## src/rtl/burst_seq_pkg.sv

```systemverilog
package burst_seq_pkg;
  // width of the reordered low column field
  localparam int LOW_W = 3;

  typedef struct packed {
    logic load;   // capture a new burst
    logic step;   // advance to the next beat
  } seq_strobe_t;
endpackage

```

## src/rtl/burst_seq_ctrl.sv

```systemverilog
module burst_seq_ctrl
  import burst_seq_pkg::*;
#(
  parameter int IDX_W = LOW_W
) (
  input  logic             clk,
  input  logic             rst_n,
  input  logic             startReq,
  input  logic             len8In,
  output seq_strobe_t      strb,
  output logic             active,
  output logic [IDX_W-1:0] beatIdx,
  output logic             firstBeat,
  output logic             lastBeat
);
  localparam logic [IDX_W-1:0] LONG_LAST  = IDX_W'((1 << IDX_W) - 1);
  localparam logic [IDX_W-1:0] SHORT_LAST = IDX_W'((1 << (IDX_W - 1)) - 1);

  logic len8Q;

  assign lastBeat  = active && (beatIdx == (len8Q ? LONG_LAST : SHORT_LAST));
  assign firstBeat = active && (beatIdx == '0);

  always_comb begin
    strb.load = startReq && !active;
    strb.step = active && !lastBeat;
  end

  always_ff @(posedge clk or negedge rst_n) begin
    if (!rst_n) begin
      active  <= 1'b0;
      beatIdx <= '0;
      len8Q   <= 1'b0;
    end else if (strb.load) begin
      active  <= 1'b1;
      beatIdx <= '0;
      len8Q   <= len8In;
    end else if (strb.step) begin
      beatIdx <= beatIdx + 1'b1;
    end else if (lastBeat) begin
      active  <= 1'b0;
    end
  end
endmodule

```

## src/rtl/burst_seq_path.sv

```systemverilog
module burst_seq_path
  import burst_seq_pkg::*;
#(
  parameter int COL_W = 10,
  parameter int IDX_W = LOW_W
) (
  input  logic             clk,
  input  logic             rst_n,
  input  seq_strobe_t      strb,
  input  logic [COL_W-1:0] startCol,
  input  logic             len8In,
  input  logic             ilvIn,
  input  logic [IDX_W-1:0] beatIdx,
  output logic [COL_W-1:0] beatCol
);
  localparam int WRAP_W = IDX_W - 1;   // bits that wrap inside a group

  logic [COL_W-1:0] colQ;
  logic             len8Q;
  logic             ilvQ;
  logic [WRAP_W-1:0] wrapBits;
  logic              groupBit;

  always_ff @(posedge clk or negedge rst_n) begin
    if (!rst_n) begin
      colQ  <= '0;
      len8Q <= 1'b0;
      ilvQ  <= 1'b0;
    end else if (strb.load) begin
      colQ  <= startCol;
      len8Q <= len8In;
      ilvQ  <= ilvIn;
    end
  end

  always_comb begin
    if (ilvQ) wrapBits = colQ[WRAP_W-1:0] ^ beatIdx[WRAP_W-1:0];
    else      wrapBits = colQ[WRAP_W-1:0] + beatIdx[WRAP_W-1:0];
    // the group bit flips on the second half of a long burst; in both
    // orderings that equals an XOR with the beat index top bit
    groupBit = len8Q ? (colQ[IDX_W-1] ^ beatIdx[IDX_W-1]) : colQ[IDX_W-1];
  end

  assign beatCol[IDX_W-1:0] = {groupBit, wrapBits};

  generate
    if (COL_W > IDX_W) begin : g_upper
      assign beatCol[COL_W-1:IDX_W] = colQ[COL_W-1:IDX_W];
    end
  endgenerate
endmodule

```

## src/rtl/burst_col_seq.sv

```systemverilog
module burst_col_seq
  import burst_seq_pkg::*;
#(
  parameter int COL_W = 10
) (
  input  logic             clk,
  input  logic             rst_n,
  input  logic             startReq,
  input  logic [COL_W-1:0] startCol,
  input  logic             burstLen8,
  input  logic             burstIlv,
  output logic             beatValid,
  output logic [COL_W-1:0] beatCol,
  output logic             beatFirst,
  output logic             beatLast
);
  seq_strobe_t      strb;
  logic [LOW_W-1:0] beatIdx;

  burst_seq_ctrl #(.IDX_W(LOW_W)) u_ctrl (
    .clk       (clk),
    .rst_n     (rst_n),
    .startReq  (startReq),
    .len8In    (burstLen8),
    .strb      (strb),
    .active    (beatValid),
    .beatIdx   (beatIdx),
    .firstBeat (beatFirst),
    .lastBeat  (beatLast)
  );

  burst_seq_path #(.COL_W(COL_W), .IDX_W(LOW_W)) u_path (
    .clk      (clk),
    .rst_n    (rst_n),
    .strb     (strb),
    .startCol (startCol),
    .len8In   (burstLen8),
    .ilvIn    (burstIlv),
    .beatIdx  (beatIdx),
    .beatCol  (beatCol)
  );
endmodule

```

## config.mk

```make
export PLATFORM = sky130hd
export DESIGN_NAME = burst_col_seq
export DESIGN_NICKNAME = d
export VERILOG_FILES = /design/src/rtl/burst_seq_pkg.sv /design/src/rtl/burst_seq_ctrl.sv /design/src/rtl/burst_seq_path.sv /design/src/rtl/burst_col_seq.sv
export SDC_FILE = /design/constraint.sdc
export NUM_CORES = 1
export LEC_CHECK = 0
export CAP_MARGIN = 40
export CORE_MARGIN = 5
export CORE_UTILIZATION = 50
export DETAILED_ROUTE_END_ITERATION = 12
export DONT_BUFFER_PORTS = 1
export GPL_TIMING_DRIVEN = 0
export PLACE_DENSITY = 0.68
export SETUP_SLACK_MARGIN = 0.15
export SLEW_MARGIN = 20
export SYNTH_ARGS = -nofsm -noshare
export SYNTH_HDL_FRONTEND = slang
export SYNTH_SLANG_ARGS = --single-unit
```

## constraint.sdc

```tcl
create_clock -name clk -period 2.1 [get_ports clk]
set_clock_uncertainty 0.1 [all_clocks]
set_input_delay 0.42 -clock clk [delete_from_list [all_inputs] [get_ports clk]]
set_output_delay 0.42 -clock clk [all_outputs]
set_load 0.02 [all_outputs]
```

-- Word level (Yosys, flattened, before mapping)
Index checks and enable logic that the tools add are counted.
- muxes and demuxes: 8
- bitwise gates (word level): 2
- reduce and logical (&&, ||, !) cells: 10
- eq/ne operators: 2
- $add $sub $neg: 2
- operators with widths (cell ; number):
    2-to-1 mux 3 bit ; 3
    logical AND 1 bit ; 4
    2-to-1 mux 1 bit ; 4
    nonzero test 2 bit ; 2
    adder 3 x 1 -> 3 bit (second input constant) ; 1
    == test 3 bit ; 1
    zero test 3 bit ; 1
    adder 2 bit ; 1
    zero test 1 bit ; 2
    2-to-1 mux 2 bit ; 1
    inequality test 2 x 1 -> 1 bit (second input constant) ; 1
    AND reduction 2 bit ; 1
    XOR 2 bit ; 1
    XOR 1 bit ; 1
- output and inout bits: 13
- input port bits: 15
- flip-flop bits (word level): 16
- logic and storage cells: 29

-- Depth between registers and ports, before layout
Gate-level depths: netlist (run 1).
- depth after elaboration: 7
- mapped depth: 4
- depth with buffers taken out: 4

-- Cells and area by module
A second synthesis (run 1) with hierarchy kept.
- cells, all modules: 65
- area total of the unflattened synthesis: 880.8 um2
- by module, submodules not included (module ; area each (um2) ; cells an instance ; instances ; sequential area each (um2)):
    burst_seq_path ; 596.8 ; 40 ; 1 ; 300.3
    burst_seq_ctrl ; 284.0 ; 25 ; 1 ; 125.1

-- Least setup slack after synthesis (run 1)
OpenSTA, ideal clock, no wires.
- path type: register to output
- start: register u_ctrl.beatIdx[0]
- end: output port beatCol[1]
- path buffers: 0
- cell stages (with the launch flop): 4
- arrival: 1.064 ns
- path slack: 0.516 ns
- required time: 1.580 ns
- cell sequence: dfrtp_1 > ha_1 > nor2b_1 > xnor2_1
- word-level cells in the longest chain between the ends: 2
- RTL lines (item ; line ; text):
    from (decl) ; burst_seq_ctrl.sv:12 ; output logic [IDX_W-1:0] beatIdx,
    from (signal assigned) ; burst_seq_ctrl.sv:39 ; beatIdx <= beatIdx + 1'b1;
    adder 2 bit ; burst_seq_path.sv:38 ; else wrapBits = colQ[WRAP_W-1:0] + beatIdx[WRAP_W-1:0];
    2-to-1 mux 2 bit ; burst_seq_path.sv:37 ; if (ilvQ) wrapBits = colQ[WRAP_W-1:0] ^ beatIdx[WRAP_W-1:0];
    to (decl) ; burst_col_seq.sv:13 ; output logic [COL_W-1:0] beatCol,
Every way passes these cells.

-- Final worst setup path (run 1)
- start: register u_ctrl.len8Q
- end: output port beatLast
- word-level cells in the longest chain between the ends: 3
- RTL lines (item ; line ; text):
    from (decl) ; burst_seq_ctrl.sv:19 ; logic len8Q;
    from (signal assigned) ; burst_seq_ctrl.sv:37 ; len8Q <= len8In;
    2-to-1 mux 3 bit ; burst_seq_ctrl.sv:21 ; assign lastBeat = active && (beatIdx == (len8Q ? LONG_LAST : SHORT_LAST));
    == test 3 bit ; burst_seq_ctrl.sv:21 ;
    logical AND 1 bit ; burst_seq_ctrl.sv:21 ;
    to (decl) ; burst_col_seq.sv:15 ; output logic beatLast
Every way passes these cells.

==> results of run 1 <==
[critical path, delay by kind of cell (launching register included)]
family	cells	cell delay [ns]
XOR/XNOR	1	0.29
flip-flops	1	0.42
AND/OR/NAND/NOR	1	0.33
[synthesized netlist by cell type]
cell | number | area [µm²]
buf_4 | 8 | 60.1
nor2_1 | 2 | 7.51
o22ai_1 | 1 | 6.26
inv_1 | 2 | 7.51
and3_1 | 1 | 6.26
o21ai_0 | 1 | 5.00
nand2b_4 | 1 | 13.8
xnor2_1 | 4 | 35.0
mux2_4 | 10 | 150
mux2_2 | 2 | 22.5
o211ai_1 | 1 | 7.51
nor2b_1 | 2 | 12.5
nand2_1 | 6 | 22.5
nand4_1 | 1 | 6.26
a31oi_1 | 1 | 6.26
ha_1 | 3 | 37.5
buf_6 | 2 | 22.5
dfrtp_1 | 16 | 400
nand3_1 | 1 | 5.00
and2_1 | 1 | 6.26
[repair_timing]
item	in CTS	in global routing
hold buffers	1	0
resized for setup	0	1
endpoints found under the hold margin	16	0
setup endpoints to repair	0	1
[cell type report]
| cell class | count | area, µm² | area share |
|---|---|---|---|
| well taps | 16 | 20.0 | 0.0222 |
| clock buffers | 3 | 22.5 | 0.0250 |
| repair buffers | 1 | 10.0 | 0.0111 |
| multi-input cells | 38 | 358 | 0.397 |
| inverters | 2 | 7.51 | 0.00833 |
| plain buffers | 10 | 82.6 | 0.0917 |
| flip-flops and latches | 16 | 400 | 0.444 |
[logic make-up (layout without fill, tap and decap cells)]
| kind of cell | Yosys count | count (layout) | share of synthesized area |
|---|---|---|---|
| AND/OR/NAND/NOR | 15 | 15 | 0.0952 |
| buffers and inverters | 12 | 16 | 0.107 |
| XOR/XNOR | 4 | 4 | 0.0417 |
| AO/OA/AOI/OAI | 4 | 4 | 0.0298 |
| adder cells (fa/ha/maj) | 3 | 3 | 0.0446 |
| flip-flops | 16 | 16 | 0.476 |
| multiplexers | 12 | 12 | 0.205 |
[report_power, final]
part           leakage, nW  internal [W]  total [W]  switching [W]
clock               0.0138     0.0000662   0.000147      0.0000807
combinational        0.254      0.000426   0.000844       0.000418
sequential           0.190      0.000460   0.000577       0.000118
[per-layer routing]
metal  vias up  GRT usage  wire length, µm
li1        222          -                -
met1       230      0.111              508
met2        14      0.204              728
met3         0     0.0436              111
met4         0     0.0538                0
met5         -          0                0
[metrics by stage]
step	total power, W	utilization
2_1_floorplan	0.00131	-
3_3_place_gp	0.00138	0.552
3_5_place_dp	0.00141	0.552
4_1_cts	0.00157	0.573
5_1_grt	0.00169	0.578
6_report	0.00157	0.578
[registers in the layout, summed over array words and instances (netlist names)]
register and flops:
u_ctrl.len8Q 1, u_ctrl.active 1, u_ctrl.beatIdx 3, u_path.ilvQ 1, u_path.colQ 10
[worst paths after layout]
path,depth (start not counted),from,end,slack [ns]
min,1,startCol[9],u_path.colQ[9],0.19
min reg2reg,1,u_path.colQ[5],u_path.colQ[5],0.41
min in group asynchronous,1,rst_n,u_path.colQ[5],0.53
max,2,u_ctrl.len8Q,beatLast,0.27
max reg2reg,4,u_ctrl.active,u_path.colQ[1],0.60
max in group asynchronous,1,rst_n,u_ctrl.active,0.94
==> summary.md, run 1 <==
| Metric | Value |
|---|---|
| IO Count | 28 |
| Final setup viols | 0 |
| Yosys warns | 0 |
| Cells after Synth | 66 |
| PnR worst setup slack | 0.268 ns |
| Root buffer cell | clkbuf_4 |
| Placement-stage cell area | 861 µm² |
| Crit path cell chain | xnor2_1, and3_1 |
| Final-report hold violation count | 0 |
| Critical path peak fanout | 4 |
| Setup bufs post-CTS | 0 |
| Post-Synthesis Net Count | 84 |
| Clk_lat worst skew | 0.27 ns |
| Max Clk Rate | 546 MHz |
| Max_slew headroom | 0.543 |
| Initial drt markers | 1 |
| Reg clk slew, reported paths | 0.08 ns |
| CTS Buffer Depth | 2 |
| Post-synthesis average cell area | 12.7 µm² |
| Detailed-route wire length per cell | 15.7 µm |
| HP Class | in2reg |
| Worst slew pin tran | 0.683 ns |
| Largest net degree at the start of global routing | 17 |
| Vias per cell | 5.42 |
| Die height | 51.0 µm |
| Synth Register Bits | 16 |
| CP required | 1.58 ns |
| Setup WS pre-CTS | 0.473 ns |
| Critical path launch point type | flip-flop |
| Final wirelength | 1.35 mm |
| Post-Syn Area | 841 µm² |
| Number of H-tree levels | 1 |
| Routability cong. | 0.675 |
| Antenna violations before repair | 0 |
| Setup tns final | 0 ns |
| Crit path largest cell delay | 0.42 ns |
| CTS tree | built |
| Layout cell share with drive strength beyond 1 | 0.386 |
| Clock buffer count from CTS | 3 |
| Via Count | 466 |
| Core area | 1560 µm² |
| Remaining Overflow, GRT | 0 |
| Commonest non-fill, non-tap cell in the layout | dfrtp_1 |
| DIE WIDTH | 51.0 µm |
| Leakage | 0.458 nW |
| Hold_ws | 0.191 ns |
| Slowest cell on crit path | dfrtp_1 |
| Critical path class | reg2out |
| Power Dens Cells | 1740 nW/µm² |
| Cell variety after synth | 20 |
| Die Footprint | 2600 µm² |
| Initial Utilization | 0.539 |
| Final antenna diode count | 0 |
| Pins Over Slew Limit | 0 |
| Post-layout net count | 90 |
| Port Buffers | 0 |
| Maximum VDD drop | 0.761 mV |
| First drt pass iteration count | 2 |
| DP Wirelength | 1.03 mm |
| Global-route wire length before repair | 2.16 mm |
| Final Critical Period | 1.83 ns |
| Status | complete, no violations |
| FP Rows | 14 |
| ANT nets after route | 0 |
| Post-synthesis sequential area ratio | 0.476 |
| Total GRT Usage | 0.112 |
| Critical Path AT | 1.31 ns |
| DRC | 0 |
| Fill cell count | 137 |
| Tcrit/Tclk final | 0.873 |
| Layout area overhead | 7.14% |
| Commonest non-fill, non-tap cells in the layout | dfrtp_1 (16), mux2_4 (10), buf_4 (8) |
| Cell total after placement | 82 |
| MaxCap Viol Count | 0 |
| CTS sink cnt | 16 |
| Setup crit end kind | output port |
| Vias in the first global route | 503 |
| Final non-filler cell total | 86 |
| RSZ-0062 raised after global routing | false |
| Post-route cell area | 901 µm² |
Note: power is estimated with default switching activity, not from simulation.
==> run 2: changes to the inputs <==
- ABC_AREA: default -> 1
==> run 2 against run 1 <==
Against the previous run:
- combinational power shrank 2%
- global-route usage decreased by 0.16 points
- non-clock buffer count shrank 1
- clock power up 10%
- flip-flop and latch count unchanged
- critical endpoint is now beatCol[1]
- highest routed layer is now met4
==> summary.md, run 2 <==
| Metric | Value |
|---|---|
| Placement-stage cell area | 833 µm² (-3.2%) |
| Layout area overhead | 8.00% |
| Largest family of logic cells by synthesized area | multiplexers |
| Asr flop ratio synth | 1.00 (unchanged) |
| Post-synthesis sequential area ratio | 0.492 (+0.0161) |
| Final wirelength | 1.28 mm (-4.9%) |
| Cells after Synth | 72 (+9.1%) |
| Biggest regs | u_path.colQ: 10 flops, u_ctrl.beatIdx: 3 flops |
| Post-route cell area | 878 µm² (-2.5%) |
| Maximum VDD drop | 0.837 mV (+9.9%) |
| Worst Reg-to-Reg Cells | 4 (unchanged) |
| Final-report hold violation count | 0 (unchanged) |
| Commonest non-fill, non-tap cells in the layout | dfrtp_1 (16), nand2_1 (9), buf_4 (8) |
| Flop-to-flop setup slack | 0.60 ns (about the same) |
| Initial drt markers | 8 (+7) |
| Total GRT Usage | 0.111 (-0.00157) |
| Synth top cells by count | dfrtp_1 (16), nand2_1 (9), buf_4 (8) |
| RSZ-0062 raised after global routing | false |
| Cell variety after synth | 15 (-25%) |
| CTS tree | built |
| Core area | 1520 µm² (-2.2%) |
| FP Rows | 14 (unchanged) |
| Power Dens Cells | 1800 nW/µm² (+3.5%) |
| Synth top area cells | dfrtp_1 (49%), mux2_2 (9.7%), buf_4 (7.4%) |
| Vias per cell | 5.26 (-2.9%) |
| Hold path endpoint | u_path.colQ[2] |
| Post-synthesis average cell area | 11.3 µm² (-11%) |
| Fill cell count | 129 (-5.8%) |
| Largest net degree at the start of global routing | 17 (unchanged) |
| Global-route wire length before repair | 2.13 mm (-1.3%) |
| Commonest non-fill, non-tap cell in the layout | dfrtp_1 |
| Root buffer cell | clkbuf_4 |
| Critical path class | reg2out |
| Area leader, netlist | dfrtp_1 |
| Most frequent CP cell | inv_1 |
| Final setup viols | 0 (unchanged) |
| Top delay family on crit path | flip-flops |
| Detailed-route wire length per cell | 13.9 µm (-11%) |
| Hold path depth | 1 (unchanged) |
| Clk_lat worst skew | 0.29 ns (+0.02 ns) |
| Top reg by flops | u_path.colQ |
| Crit path largest cell delay | 0.42 ns (about the same) |
| Top FF cell, synth | dfrtp_1 |
| Pins Over Slew Limit | 0 (unchanged) |
| Worst slew pin tran | 0.682 ns (-0.00133 ns) |
| Port Buffers | 0 (unchanged) |
| End of the worst register-to-register path | u_path.colQ[0] |
| Post-synth EDFFs | 0 (unchanged) |
| Reg clk slew, reported paths | 0.09 ns (about the same) |
| Yosys warns | 0 (unchanged) |
| Die Footprint | 2530 µm² (-2.6%) |
| Flip-flop count of the largest register after layout | 10 (unchanged) |
| DP Wirelength | 975 µm (-5.0%) |
| Crit path cell chain | ha_1, inv_1, nor2_1, xor2_1, inv_1 |
| First drt pass iteration count | 4 (+2) |
| Leakage | 0.453 nW (-0.99%) |
| Die height | 50.3 µm (-1.3%) |
| Reg2reg start | u_ctrl.active |
| Via Count | 484 (+3.9%) |
| Setup tns final | 0 ns (unchanged) |
| Synth Area in Simple Gates | 0.117 (+0.0217) |
| Most common cell in the netlist | dfrtp_1 |
| Final antenna diode count | 0 (unchanged) |
| Layout cell share with drive strength beyond 1 | 0.355 (-0.0305) |
| DIE WIDTH | 50.3 µm (-1.3%) |
| ANT nets after route | 0 (unchanged) |
| Post-Synthesis Net Count | 90 (+7.1%) |
| Post-Syn Area | 813 µm² (-3.3%) |
| CP required | 1.58 ns (about the same) |
| Post-layout net count | 96 (+6.7%) |
| XOR/XNOR Fraction of Synth Area | 0.0431 (+0.00141) |
| DRC | 0 (unchanged) |
| Routability cong. | 0.754 (+12%) |
| Slowest cell on crit path | dfrtp_1 |
| HP Class | in2reg |
| CTS Buffer Depth | 2 (unchanged) |
| Post-synth top area share | 0.492 (+0.0161) |
| Remaining Overflow, GRT | 0 (unchanged) |
| Synth Area in Adders | 0.0462 (+0.00151) |
| MaxCap Viol Count | 0 (unchanged) |
| Post-synthesis mux area share | 0.171 (-0.0346) |
| Area fraction in compound gates after synthesis | 0.00615 (-0.0236) |
| Critical path launch point type | flip-flop |
| Setup crit end kind | output port |
| IO Count | 28 (unchanged) |
| Worst Min Path Start | startCol[2] |
| Clock buffer count from CTS | 3 (unchanged) |
| Synth Register Bits | 16 (unchanged) |
| Final Critical Period | 1.85 ns (+0.0166 ns) |
| Tcrit/Tclk final | 0.881 (+0.00791) |
| Antenna violations before repair | 0 (unchanged) |
| Vias in the first global route | 479 (-4.8%) |
| Number of H-tree levels | 1 (unchanged) |
| WP buf/inv | 2 (+2) |
| Initial Utilization | 0.534 (-0.00566) |
| Max Clk Rate | 541 MHz (-0.90%) |
| Critical Path AT | 1.33 ns (+0.02 ns) |
| Max_slew headroom | 0.544 (+0.000890) |
| CTS sink cnt | 16 (unchanged) |
| Status | complete, no violations |
| Critical path peak fanout | 4 (unchanged) |
## run 2: cell count changes after synthesis, sizes merged, moves of 2 or more
cell   delta
nor2      +2
nand2     +4
xnor2     -2
xor2      +2
inv       +5
nand3     +6
nor2b     -2
## run 2: what timing repair did
action | CTS | global route
cloned | 0 | 0
setup endpoints to repair | 1 | 1
hold buffers | 1 | 0
setup buffers | 0 | 0
hold endpoints to repair | 16 | 0
resized for setup | 1 | 2
## run 2: worst max path at each step
stage | cells past startpoint | to | startpoint | slack (ns)
after floorplan | 3 | beatLast | u_ctrl.beatIdx[1] | 0.57
after global placement | 3 | beatLast | u_ctrl.beatIdx[1] | 0.47
after detailed placement | 3 | beatLast | u_ctrl.beatIdx[1] | 0.45
after CTS | 3 | beatLast | u_ctrl.beatIdx[1] | 0.20
after global routing | 5 | beatCol[1] | u_ctrl.beatIdx[0] | 0.16
final | 5 | beatCol[1] | u_ctrl.beatIdx[0] | 0.25
## run 2: cells by family (layout without fill, tap and decap cells)
kind of cell / Yosys count / after routing
DFF: 16 / 16
adders and majority gates: 3 / 3
muxes: 11 / 11
AOI/OAI and AO/OA: 1 / 1
buffers and inverters: 16 / 20
xor gates and xnor gates: 4 / 4
and+or+nand+nor: 21 / 21
## run 2: cell type report
cell class	instances	area, µm²	share of cell area
multi-input combinational	40	324	0.369
clock buffer	3	22.5	0.0256
buffer	9	75.1	0.0855
timing repair buffer	1	10.0	0.0114
sequential	16	400	0.456
tap	16	20.0	0.0228
inverter	7	26.3	0.0299
## run 2: through the flow
stage | hold WS, ns | instances | utilization | worst slack, ns | power, W
final | 0.169 | 92 | 0.576 | 0.251 | 0.00158
after global routing | 0.156 | 92 | 0.576 | 0.161 | 0.00170
after CTS | 0.167 | 92 | 0.570 | 0.199 | 0.00159
after detailed placement | 0.0248 | 88 | 0.547 | 0.450 | 0.00142
after global placement | 0.0247 | 88 | 0.547 | 0.474 | 0.00140
after floorplan | 0.0244 | 72 | - | 0.566 | 0.00131
## run 2: power breakdown
group / switching, W / leakage, nW / internal, W
Clock: 0.0000951 / 0.0138 / 0.0000668
Combinational: 0.000448 / 0.252 / 0.000380
Sequential: 0.000127 / 0.188 / 0.000465
Total: 0.000670 / 0.453 / 0.000912
## run 2: layer usage
layer	global-route usage	wire, µm	up-vias
met1	0.138	541	228
met2	0.155	608	18
li1	-	-	233
met5	0	0	-
met3	0.0355	88	5
met4	0.0894	44	0
